$ cat src/rtl/sram_strobe_pkg.sv
package sram_strobe_pkg;

    typedef enum logic [2:0] {
        PH_IDLE,
        PH_WSETUP,
        PH_WPULSE,
        PH_READ,
        PH_RECOVER
    } phase_e;

    function automatic int imax(input int a, input int b);
        return (a > b) ? a : b;
    endfunction

endpackage

$ cat src/rtl/sram_cycle_timer.sv
module sram_cycle_timer #(
    parameter int CNT_W = 4
) (
    input  logic             clk,
    input  logic             rst_n,
    input  logic             load,
    input  logic [CNT_W-1:0] load_val,
    output logic [CNT_W-1:0] cnt,
    output logic             last
);
    logic [CNT_W-1:0] cnt_d, cnt_q;

    always_comb begin
        cnt_d = cnt_q;
        if (load)
            cnt_d = load_val;
        else if (cnt_q != '0)
            cnt_d = cnt_q - 1'b1;
    end

    always_ff @(posedge clk or negedge rst_n) begin
        if (!rst_n) cnt_q <= '0;
        else        cnt_q <= cnt_d;
    end

    assign cnt  = cnt_q;
    assign last = (cnt_q == CNT_W'(1));
endmodule

$ cat src/rtl/sram_read_latch.sv
module sram_read_latch #(
    parameter int DATA_W = 8
) (
    input  logic              clk,
    input  logic              rst_n,
    input  logic              cap,
    input  logic [DATA_W-1:0] din,
    output logic [DATA_W-1:0] rdata,
    output logic              rvalid
);
    typedef struct packed {
        logic [DATA_W-1:0] data;
        logic              vld;
    } lat_t;

    lat_t lat_d, lat_q;

    always_comb begin
        lat_d     = lat_q;
        lat_d.vld = cap;
        if (cap) lat_d.data = din;
    end

    always_ff @(posedge clk or negedge rst_n) begin
        if (!rst_n) lat_q <= '0;
        else        lat_q <= lat_d;
    end

    assign rdata  = lat_q.data;
    assign rvalid = lat_q.vld;

    // valid strobe lasts a single cycle
    a_r2_one_cycle_valid: assert property (@(posedge clk) disable iff (!rst_n)
        rvalid |=> !rvalid);
endmodule

$ cat src/rtl/sram_strobe_ctrl.sv
module sram_strobe_ctrl
    import sram_strobe_pkg::*;
#(
    parameter int ADDR_W = 11,
    parameter int DATA_W = 8,
    parameter int T_RC   = 10,
    parameter int T_AA   = 10,
    parameter int T_OE   = 4,
    parameter int T_WC   = 10,
    parameter int T_WP   = 6,
    parameter int T_AW   = 8,
    parameter int T_WR   = 1,
    parameter int T_DW   = 3,
    parameter int T_OHZ  = 4
) (
    input  logic              clk,
    input  logic              rst_n,
    input  logic              req,
    output logic              ready,
    input  logic              wr,
    input  logic [ADDR_W-1:0] addr,
    input  logic [DATA_W-1:0] wdata,
    output logic [DATA_W-1:0] rdata,
    output logic              rvalid,
    output logic [ADDR_W-1:0] mem_addr,
    output logic              mem_ce_n,
    output logic              mem_oe_n,
    output logic              mem_we_n,
    output logic [DATA_W-1:0] mem_dq_out,
    input  logic [DATA_W-1:0] mem_dq_in,
    output logic              mem_dq_oe
);
    // derived phase lengths in cycles
    localparam int ACC_LEN = imax(T_AA, T_OE);
    localparam int RD_LEN  = imax(T_RC, ACC_LEN);
    localparam int RD_CAP  = RD_LEN - ACC_LEN + 1;
    localparam int RD_REC  = imax(T_OHZ, 1);
    localparam int WP_LEN  = imax(imax(T_WP, T_AW - 1), T_DW);
    localparam int WR_REC  = imax(imax(T_WR, T_WC - 1 - WP_LEN), 1);
    localparam int MAX_LEN = imax(imax(RD_LEN, RD_REC), imax(WP_LEN, WR_REC));
    localparam int CNT_W   = $clog2(MAX_LEN + 1);

    typedef struct packed {
        phase_e            phase;
        logic              ce_n;
        logic              oe_n;
        logic              we_n;
        logic              drv;
        logic [ADDR_W-1:0] addr;
        logic [DATA_W-1:0] wd;
    } ctl_t;

    ctl_t             st_d, st_q;
    logic             tmr_load_d;
    logic [CNT_W-1:0] tmr_val_d;
    logic [CNT_W-1:0] tmr_cnt;
    logic             tmr_last;
    logic             cap_d;

    sram_cycle_timer #(.CNT_W(CNT_W)) u_timer (
        .clk      (clk),
        .rst_n    (rst_n),
        .load     (tmr_load_d),
        .load_val (tmr_val_d),
        .cnt      (tmr_cnt),
        .last     (tmr_last)
    );

    always_comb begin
        st_d       = st_q;
        tmr_load_d = 1'b0;
        tmr_val_d  = '0;
        cap_d      = 1'b0;
        unique case (st_q.phase)
            PH_IDLE: begin
                if (req) begin
                    st_d.addr  = addr;
                    st_d.ce_n  = 1'b0;
                    tmr_load_d = 1'b1;
                    if (wr) begin
                        st_d.phase = PH_WSETUP;
                        st_d.wd    = wdata;
                        tmr_val_d  = CNT_W'(1);
                    end else begin
                        st_d.phase = PH_READ;
                        st_d.oe_n  = 1'b0;
                        tmr_val_d  = CNT_W'(RD_LEN);
                    end
                end
            end
            PH_WSETUP: begin
                if (tmr_last) begin
                    st_d.phase = PH_WPULSE;
                    st_d.we_n  = 1'b0;
                    st_d.drv   = 1'b1;
                    tmr_load_d = 1'b1;
                    tmr_val_d  = CNT_W'(WP_LEN);
                end
            end
            PH_WPULSE: begin
                if (tmr_last) begin
                    st_d.phase = PH_RECOVER;
                    st_d.we_n  = 1'b1;
                    st_d.drv   = 1'b0;
                    st_d.ce_n  = 1'b1;
                    tmr_load_d = 1'b1;
                    tmr_val_d  = CNT_W'(WR_REC);
                end
            end
            PH_READ: begin
                cap_d = (tmr_cnt == CNT_W'(RD_CAP));
                if (tmr_last) begin
                    st_d.phase = PH_RECOVER;
                    st_d.ce_n  = 1'b1;
                    st_d.oe_n  = 1'b1;
                    tmr_load_d = 1'b1;
                    tmr_val_d  = CNT_W'(RD_REC);
                end
            end
            PH_RECOVER: begin
                if (tmr_last) st_d.phase = PH_IDLE;
            end
            default: st_d.phase = PH_IDLE;
        endcase
    end

    always_ff @(posedge clk or negedge rst_n) begin
        if (!rst_n) begin
            st_q       <= '0;
            st_q.phase <= PH_IDLE;
            st_q.ce_n  <= 1'b1;
            st_q.oe_n  <= 1'b1;
            st_q.we_n  <= 1'b1;
        end else begin
            st_q <= st_d;
        end
    end

    sram_read_latch #(.DATA_W(DATA_W)) u_latch (
        .clk    (clk),
        .rst_n  (rst_n),
        .cap    (cap_d),
        .din    (mem_dq_in),
        .rdata  (rdata),
        .rvalid (rvalid)
    );

    assign ready      = (st_q.phase == PH_IDLE);
    assign mem_addr   = st_q.addr;
    assign mem_ce_n   = st_q.ce_n;
    assign mem_oe_n   = st_q.oe_n;
    assign mem_we_n   = st_q.we_n;
    assign mem_dq_out = st_q.wd;
    assign mem_dq_oe  = st_q.drv;

    // bus driven only inside the write pulse with outputs disabled
    a_r6_drive_window: assert property (@(posedge clk) disable iff (!rst_n)
        mem_dq_oe |-> (mem_oe_n && !mem_we_n));
    // address frozen while write enable is low
    a_r5_addr_frozen: assert property (@(posedge clk) disable iff (!rst_n)
        !mem_we_n |-> $stable(mem_addr));
    // outputs disabled and chip selected throughout the write pulse
    a_r4_oe_high_in_write: assert property (@(posedge clk) disable iff (!rst_n)
        !mem_we_n |-> (mem_oe_n && !mem_ce_n));
    // idle means deselected
    a_r8_idle_deselect: assert property (@(posedge clk) disable iff (!rst_n)
        ready |-> mem_ce_n);
    // an accepted request makes the controller busy
    a_r7_accept_busy: assert property (@(posedge clk) disable iff (!rst_n)
        (ready && req) |=> !ready);
endmodule

$ cat config.mk
export PLATFORM = sky130hd
export DESIGN_NAME = sram_strobe_ctrl
export DESIGN_NICKNAME = d
export VERILOG_FILES = /design/src/rtl/sram_strobe_pkg.sv /design/src/rtl/sram_cycle_timer.sv /design/src/rtl/sram_read_latch.sv /design/src/rtl/sram_strobe_ctrl.sv
export SDC_FILE = /design/constraint.sdc
export NUM_CORES = 1
export LEC_CHECK = 0
export BUFFER_PORTS_ARGS = -buffer_cell sky130_fd_sc_hd__buf_2
export CAP_MARGIN = 20
export CORE_MARGIN = 2
export CORE_UTILIZATION = 55
export CTS_BUF_LIST = sky130_fd_sc_hd__clkbuf_4 sky130_fd_sc_hd__clkbuf_8
export DETAILED_ROUTE_END_ITERATION = 8
export GPL_ROUTABILITY_DRIVEN = 0
export GPL_TIMING_DRIVEN = 0
export PLACE_DENSITY = 0.87
export SLEW_MARGIN = 30
export SYNTH_ARGS = -nofsm -noshare
export SYNTH_HDL_FRONTEND = slang
export SYNTH_SLANG_ARGS = --single-unit
$ cat constraint.sdc
create_clock -name clk -period 4.9 [get_ports clk]
set_clock_uncertainty 0.2 [all_clocks]
set_input_delay 0.245 -clock clk [delete_from_list [all_inputs] [get_ports clk]]
set_output_delay 0.245 -clock clk [all_outputs]
set_load 0.05 [all_outputs]
==> impl_metrics.env, run 1 <==
export IMPL_status="finished, final reports clean"
export IMPL_p_seq_share_pct=30.3
export IMPL_start_kind="flop"
export IMPL_grt_setup_unrepaired="no"
export IMPL_switchingPower_uw=974
export IMPL_drc=0
export IMPL_yosysSeqAreaShare_pct=54.4
export IMPL_hpwl_um=2600
export IMPL_final_util_pct=81.9
export IMPL_min_delay_start="wr"
export IMPL_crit_path_end_kind="flop"
export IMPL_antenna_found_initial=0
export IMPL_clock_latency_ps=350
export IMPL_hold_path_class="input pin to flop"
export IMPL_synth_simple_area_share_pct=9.37
export IMPL_synth_compound_area_share_pct=5.14
export IMPL_cts_resized=0
export IMPL_worstPathMaxFanout=10
export IMPL_synth_xor_area_share_pct=1.46
export IMPL_grt_pass1_vias=1586
export IMPL_period_minus_slack_ps=2320
export IMPL_r2r_start="u_timer.cnt[1]"
export IMPL_clock_root_buffer="clkbuf_4"
export IMPL_start_util_pct=58.5
export IMPL_critPathTopFamily="simple AND/OR/NAND/NOR gates"
export IMPL_grt_usage_pct=27.0
export IMPL_cts_setup_buffers=0
export IMPL_slowest_delay_ps=440
export IMPL_clock_sinks=39
export IMPL_path_depth=6
export IMPL_r2r_setup_slack_ps=2580
export IMPL_max_freq_mhz=431
export IMPL_hold_buffers=28
export IMPL_synth_cell_area_um2=1800
export IMPL_cts_tree="built"
export IMPL_power_uw=1940
export IMPL_drtIter0Drc=51
export IMPL_cts_buffer_depth=2
export IMPL_viasPerCell=5.02
export IMPL_cap_viol_max_count=0
export IMPL_critPathSlowestCell="nor4b_2"
export IMPL_die_area_um2=3750
export IMPL_grt_pass1_wl_um=7090
export IMPL_synth_fa_ha_area_share_pct=2.08
export IMPL_p_sw_share_pct=50.2
export IMPL_crit_required_ps=4940
export IMPL_syn_num_nets=179
export IMPL_fin_nets=277
export IMPL_avgSynthCellArea_um2=12.4
export IMPL_hold_viol=0
export IMPL_drive_above_1_share_pct=52.5
export IMPL_rows=20
export IMPL_ant_nets=0
export IMPL_crit_start="u_timer.cnt[1]"
export IMPL_intPower_uw=967
export IMPL_setup_tns_ps=0
export IMPL_die_w_um=61.2
export IMPL_synth_cells=145
export IMPL_antenna_cells=0
export IMPL_area_delta_synth_final_pct=39.9
export IMPL_setup_violations=0
export IMPL_ys_seq_elements=39
export IMPL_maxSlewViolCount=0
export IMPL_grt_remaining_overflow=0
export IMPL_ys_warn_count=0
export IMPL_htreeDepth=2
export IMPL_power_leakage_uw=0.00125
export IMPL_holdPathEnd="mem_oe_n"
export IMPL_cts_clk_slew_worst_paths_ps=120
export IMPL_portBuffers=63
export IMPL_criticalPathCategory="flop to flop"
export IMPL_fin_crit_sh_pct=47.3
export IMPL_firstDrtPassIters=4
export IMPL_worstPathCellList="inv_1 -> ha_1 -> nor4b_2 -> nand2_1 -> inv_2 -> mux2_2"
export IMPL_tightest_slew_ps=850
export IMPL_io_pins=64
export IMPL_crit_buf_inv=2
export IMPL_r2r_end="u_latch.rdata[6]"
export IMPL_routedWlPerCell_um=16.0
export IMPL_die_y_um=61.2
export IMPL_fp_coreArea_um2=3080
export IMPL_peakVddDrop_v=0.000439
export IMPL_grt_max_degree=40
export IMPL_power_density_nw_per_um2=770
export IMPL_synth_top_family_by_area="multiplexers"
export IMPL_power_share_clock_pct=9.3
export IMPL_r2r_worst_path_cells=6
export IMPL_min_path_cells=3
export IMPL_slew_headroom_pct=43.3
export IMPL_arrival_ps=2360
export IMPL_wl_um=4610
export IMPL_ys_types=27
export IMPL_combPwrFrac_pct=60.4
export IMPL_vias=1445
export IMPL_synth_mux_area_share_pct=18.0
export IMPL_numCtsBuffers=5
## through the flow
| step | worst slack (ps) | instance area, um^2 | hold WS (ps) | std cells |
|---|---|---|---|---|
| 5_1_grt | 2420 | 2520 | 68.4 | 288 |
| 3_5_place_dp | 2710 | 2170 | 197 | 252 |
| 3_3_place_gp | 2750 | 2170 | 175 | 252 |
| 4_1_cts | 2690 | 2520 | 18.7 | 288 |
| 6_report | 2580 | 2520 | 40.2 | 288 |
| 2_1_floorplan | 2210 | 1800 | -251 | 145 |
## layout by cell type (no fill, tap or decap), drive strengths merged
master	instances
buf	85
dfrtp	36
dlygate4sd3	28
mux2	27
nand2	11
nor2	7
clkbuf	6
o21ai	5
nor2b	4
a21oi	4
inv	4
ha	3
dfstp	3
nor3	2
nor4b	2
xor2	2
mux2i	2
a311oi	2
and2	1
or4b	1
a2bb2oi	1
and3	1
nand3	1
a31oi	1
o21a	1
xnor2	1
a22oi	1
clkinv	1
clkinvlp	1
## per-layer routing
metal	vias up	track usage (%)	wire length [um]
met2	63	53.5	2590
met3	12	5.46	265
met4	0	11.5	95
met1	694	26.7	1660
met5	-	0	0
li1	676	-	-
## worst max path at each step
| stage | slack, ps | end |
|---|---|---|
| 2_1_floorplan | 2210 | u_timer.cnt[1] |
| 3_3_place_gp | 2750 | u_latch.rdata[7] |
| 3_5_place_dp | 2710 | u_latch.rdata[6] |
| 4_1_cts | 2690 | u_latch.rdata[6] |
| 5_1_grt | 2420 | u_latch.rdata[6] |
| 6_report | 2580 | u_latch.rdata[6] |
## Yosys cell counts
library cell / number / area share [%]
dfrtp_1: 36 / 50
mux2_2: 27 / 17
buf_4: 19 / 7.9
nand2_1: 11 / 2.3
nor2_1: 7 / 1.5
o21ai_0: 5 / 1.4
a21oi_1: 4 / 1.1
nor2b_1: 4 / 1.4
buf_2: 3 / 0.83
dfstp_2: 3 / 4.4
ha_1: 3 / 2.1
inv_1: 3 / 0.62
a311oi_1: 2 / 0.97
mux2i_1: 2 / 1.1
nor3_1: 2 / 0.56
nor4b_2: 2 / 1.7
xor2_1: 2 / 0.97
a22oi_1: 1 / 0.42
a2bb2oi_1: 1 / 0.49
a31oi_1: 1 / 0.35
and2_1: 1 / 0.35
and3_4: 1 / 0.62
inv_2: 1 / 0.21
nand3_1: 1 / 0.28
o21a_1: 1 / 0.42
or4b_4: 1 / 0.76
xnor2_1: 1 / 0.49
## power by group through the flow
stage | Sequential [uW] | Combinational, uW | Clock [uW]
after global routing | 605 | 1240 | 194
after detailed placement | 585 | 1130 | 0
after CTS | 579 | 1150 | 183
after global placement | 573 | 1100 | 0
final | 588 | 1170 | 181
after floorplan | 727 | 762 | 0
## state kept, by name, indices dropped and copies added (netlist names)
signal and count:
mem_addr 11, mem_dq_out 8, u_latch.rdata 8, u_timer.cnt 4
st_q 3, mem_ce_n 1, mem_dq_oe 1, mem_oe_n 1
mem_we_n 1, u_latch.rvalid 1
## worst min-delay path, stage by stage
cell and delay, ps:
buf_2 110, nor2b_1 80, nor2_1 120
## layout make-up
class	instances	area, um^2
Fill cell	185	558
Multi-Input combinational cell	80	649
Clock buffer	6	51.3
Buffer	22	158
Inverter	4	15.0
Clock inverter	2	16.3
Sequential cell	39	980
Timing Repair Buffer	91	596
Tap cell	44	55.1
## cells by family (layout without fill, tap and decap cells)
| family | after synthesis | after routing |
|---|---|---|
| compound gates | 15 | 15 |
| xor+xnor | 3 | 3 |
| fa+ha+maj | 3 | 3 |
| buf+inv | 26 | 125 |
| flops | 39 | 39 |
| mux | 29 | 29 |
| simple gates | 30 | 30 |
No activity file was read; power rests on OpenSTA's default activity.
==> run 2: changes to the inputs <==
--- a/config.mk
+++ b/config.mk
@@ -5,15 +5,16 @@
 export SDC_FILE = /design/constraint.sdc
 export NUM_CORES = 1
 export LEC_CHECK = 0
+export ABC_AREA = 1
 export BUFFER_PORTS_ARGS = -buffer_cell sky130_fd_sc_hd__buf_2
 export CAP_MARGIN = 20
 export CORE_MARGIN = 2
-export CORE_UTILIZATION = 55
+export CORE_UTILIZATION = 52
 export CTS_BUF_LIST = sky130_fd_sc_hd__clkbuf_4 sky130_fd_sc_hd__clkbuf_8
 export DETAILED_ROUTE_END_ITERATION = 8
 export GPL_ROUTABILITY_DRIVEN = 0
 export GPL_TIMING_DRIVEN = 0
-export PLACE_DENSITY = 0.87
+export PLACE_DENSITY = 0.82
 export SLEW_MARGIN = 30
 export SYNTH_ARGS = -nofsm -noshare
 export SYNTH_HDL_FRONTEND = slang
==> constraint.sdc (replaced) <==
create_clock -name clk -period 2.33 [get_ports clk]
set_clock_uncertainty 0.2 [all_clocks]
set_input_delay 0.1165 -clock clk [delete_from_list [all_inputs] [get_ports clk]]
set_output_delay 0.1165 -clock clk [all_outputs]
set_load 0.05 [all_outputs]
==> run 2 against run 1 <==
  * Cell area up 5.7%
  * Hold slack better by 170 ps
  * Via count up 19%
  * Utilization down 3.9 points
  * Sequential power up 100%
  * Combinational power up 110%
  * Critical path type unchanged
  * Critical endpoint is now u_timer.cnt[3]
  * Largest power group unchanged
  * Highest routed layer unchanged
==> impl_metrics.env, run 2 <==
export IMPL_status="finished, final reports clean"
export IMPL_synth_edf_count=0
export IMPL_die_y_um=64.3
export IMPL_critPathSlowestCell="dlygate4sd3_1"
export IMPL_layout_commonest_cell="nand2_1"
export IMPL_grt_setup_unrepaired="no"
export IMPL_grt_remaining_overflow=0
export IMPL_grt_pass1_wl_um=7820
export IMPL_ys_flop_type="dfrtp_1"
export IMPL_period_minus_slack_ps=2140
export IMPL_clock_sinks=39
export IMPL_die_area_um2=4130
export IMPL_grt_usage_pct=24.6
export IMPL_power_density_nw_per_um2=1500
export IMPL_layout_cells_non_filler=374
export IMPL_criticalPathCategory="flop to flop"
export IMPL_area_delta_synth_final_pct=40.8
export IMPL_syn_num_nets=258
export IMPL_hold_viol=0
export IMPL_drc=0
export IMPL_slowest_delay_ps=550
export IMPL_setup_tns_ps=0
export IMPL_r2r_end="u_timer.cnt[3]"
export IMPL_synth_cells=224
export IMPL_antenna_cells=0
export IMPL_antenna_found_initial=0
export IMPL_max_freq_mhz=467
export IMPL_arrival_ps=2220
export IMPL_final_cell_mix="102 x nand2_1, 64 x buf_2, 36 x dfrtp_1"
export IMPL_vias=1722
export IMPL_crit_start="u_timer.cnt[1]"
export IMPL_synth_async_reset_ratio_pct=100
export IMPL_cts_clk_slew_worst_paths_ps=110
export IMPL_maxSlewViolCount=0
export IMPL_cts_tree="built"
export IMPL_wl_um=4480
export IMPL_ant_nets=0
export IMPL_peakVddDrop_v=0.000933
export IMPL_routedWlPerCell_um=12.0
export IMPL_avgSynthCellArea_um2=8.44
export IMPL_ys_warn_count=0
export IMPL_drive_above_1_share_pct=35.4
export IMPL_fp_coreArea_um2=3420
export IMPL_grt_pass1_vias=1761
export IMPL_hold_path_class="input pin to asynchronous set/reset pin"
export IMPL_synth_area_leaders="dfrtp_1 48%, nand2_1 20%, buf_4 7.9%"
export IMPL_cap_viol_max_count=0
export IMPL_placed_area_um2=2260
export IMPL_fin_crit_sh_pct=91.8
export IMPL_fin_nets=361
export IMPL_hpwl_um=2810
export IMPL_synth_cell_area_um2=1890
export IMPL_firstDrtPassIters=4
export IMPL_start_kind="flop"
export IMPL_cts_buffer_depth=2
export IMPL_synth_top_cell_by_area="dfrtp_1"
export IMPL_worstPathMaxFanout=5
export IMPL_crit_required_ps=2410
export IMPL_setup_violations=0
export IMPL_viasPerCell=4.60
export IMPL_crit_path_end_kind="flop"
export IMPL_htreeDepth=2
export IMPL_grt_max_degree=40
export IMPL_r2r_worst_path_cells=9
export IMPL_rows=21
export IMPL_r2r_setup_slack_ps=190
export IMPL_die_w_um=64.3
export IMPL_yosysSeqAreaShare_pct=51.8
export IMPL_ys_types=27
export IMPL_finalInstanceArea_um2=2660
export IMPL_clock_latency_ps=340
export IMPL_synth_common_cells="103 x nand2_1, 36 x dfrtp_1, 20 x buf_4, 12 x nor2_1"
export IMPL_tightest_slew_ps=821
export IMPL_numCtsBuffers=5
export IMPL_yosysTopAreaCellShare_pct=47.7
export IMPL_io_pins=64
export IMPL_yosys_cell_count_top_type="nand2_1"
export IMPL_ys_seq_elements=39
export IMPL_clock_root_buffer="clkbuf_4"
export IMPL_worstPathCellList="inv_1 -> ha_1 -> inv_1 -> nor2_2 -> nand2_2 -> nand2_2 -> nor2_4 -> a21oi_1 -> dlygate4sd3_1"
export IMPL_start_util_pct=55.3
export IMPL_slew_headroom_pct=45.2
export IMPL_power_leakage_uw=0.00149
export IMPL_portBuffers=63
export IMPL_placed_cells=333
export IMPL_r2r_start="u_timer.cnt[1]"
export IMPL_largest_reg_flops=11
export IMPL_drtIter0Drc=79
==> run 2: cell count changes in the layout (fill, tap and decap cells not counted), sizes merged, moves of 4 or more <==
cell         delta
nand3           +5
nor2            +9
mux2           -27
inv            +13
nor2b           -4
dlygate4sd3     +5
nand2          +96
==> run 2: stage by stage <==
stage / power, uW / hold WS (ps) / utilization [%] / worst slack (ps)
floorplan: 3070 / -379 / - / 804
global placement: 3480 / 56.0 / 66.3 / 641
CTS: 3980 / 233 / 77.8 / 81.5
global route: 4280 / 274 / 77.9 / 39.8
finish: 3990 / 211 / 77.9 / 190
detailed placement: 3540 / 60.5 / 66.3 / 608
==> run 2: power by group <==
part	internal, uW	leakage, uW	switching [uW]
Combinational	751	0.000980	1680
Sequential	1000	0.000469	197
Clock	158	0.0000387	206
==> run 2: worst max path at each step <==
| stage | to | slack, ps | cells after the start |
|---|---|---|---|
| floorplan | u_timer.cnt[0] | 800 | 9 |
| global placement | u_timer.cnt[1] | 640 | 9 |
| detailed placement | u_timer.cnt[0] | 610 | 9 |
| CTS | u_timer.cnt[3] | 80 | 9 |
| global route | u_timer.cnt[3] | 40 | 9 |
| finish | u_timer.cnt[3] | 190 | 9 |
==> run 2: cell families (layout without fill, tap and decap cells) <==
group	Yosys count	after routing	share of synthesized area, %
and+or+nand+nor	132	132	30.4
DFF	39	39	51.8
buffers and inverters	39	143	12.3
AOI/OAI and AO/OA	10	10	2.98
adders and majority gates	3	3	1.99
xor gates and xnor gates	1	1	0.463
==> run 2: final cells by class <==
cell class,instances,area [um^2]
Buffer,22,166
Multi-Input combinational cell,146,683
Clock buffer,7,58.8
Sequential cell,39,980
Inverter,17,66.3
Timing Repair Buffer,96,646
Clock inverter,1,5.00
Fill cell,222,753
Tap cell,46,57.6
==> run 2: timing repair <==
item / 4_1_cts / 5_1_grt
endpoints found under the setup margin: 0 / 1
hold endpoints to repair: 65 / 0
resized for setup: 0 / 2
setup buffers: 0 / 0
hold buffers: 33 / 0
==> run 2: worst max-delay path: cells and delay by family (launching register included) <==
kind            cells  cell delay, ps
compound gates      1             100
buf+inv             3             750
flops               1             400
simple gates        4             440
fa+ha+maj           1             200
==> run 2: per-layer routing <==
| layer | part of all wire, % | vias up | GRT usage, % |
|---|---|---|---|
| li1 | - | 867 | - |
| met1 | 42 | 786 | 28.9 |
| met5 | 0 | - | 0 |
| met3 | 6.6 | 6 | 6.34 |
| met4 | 0.83 | 0 | 5.59 |
| met2 | 51 | 63 | 45.1 |
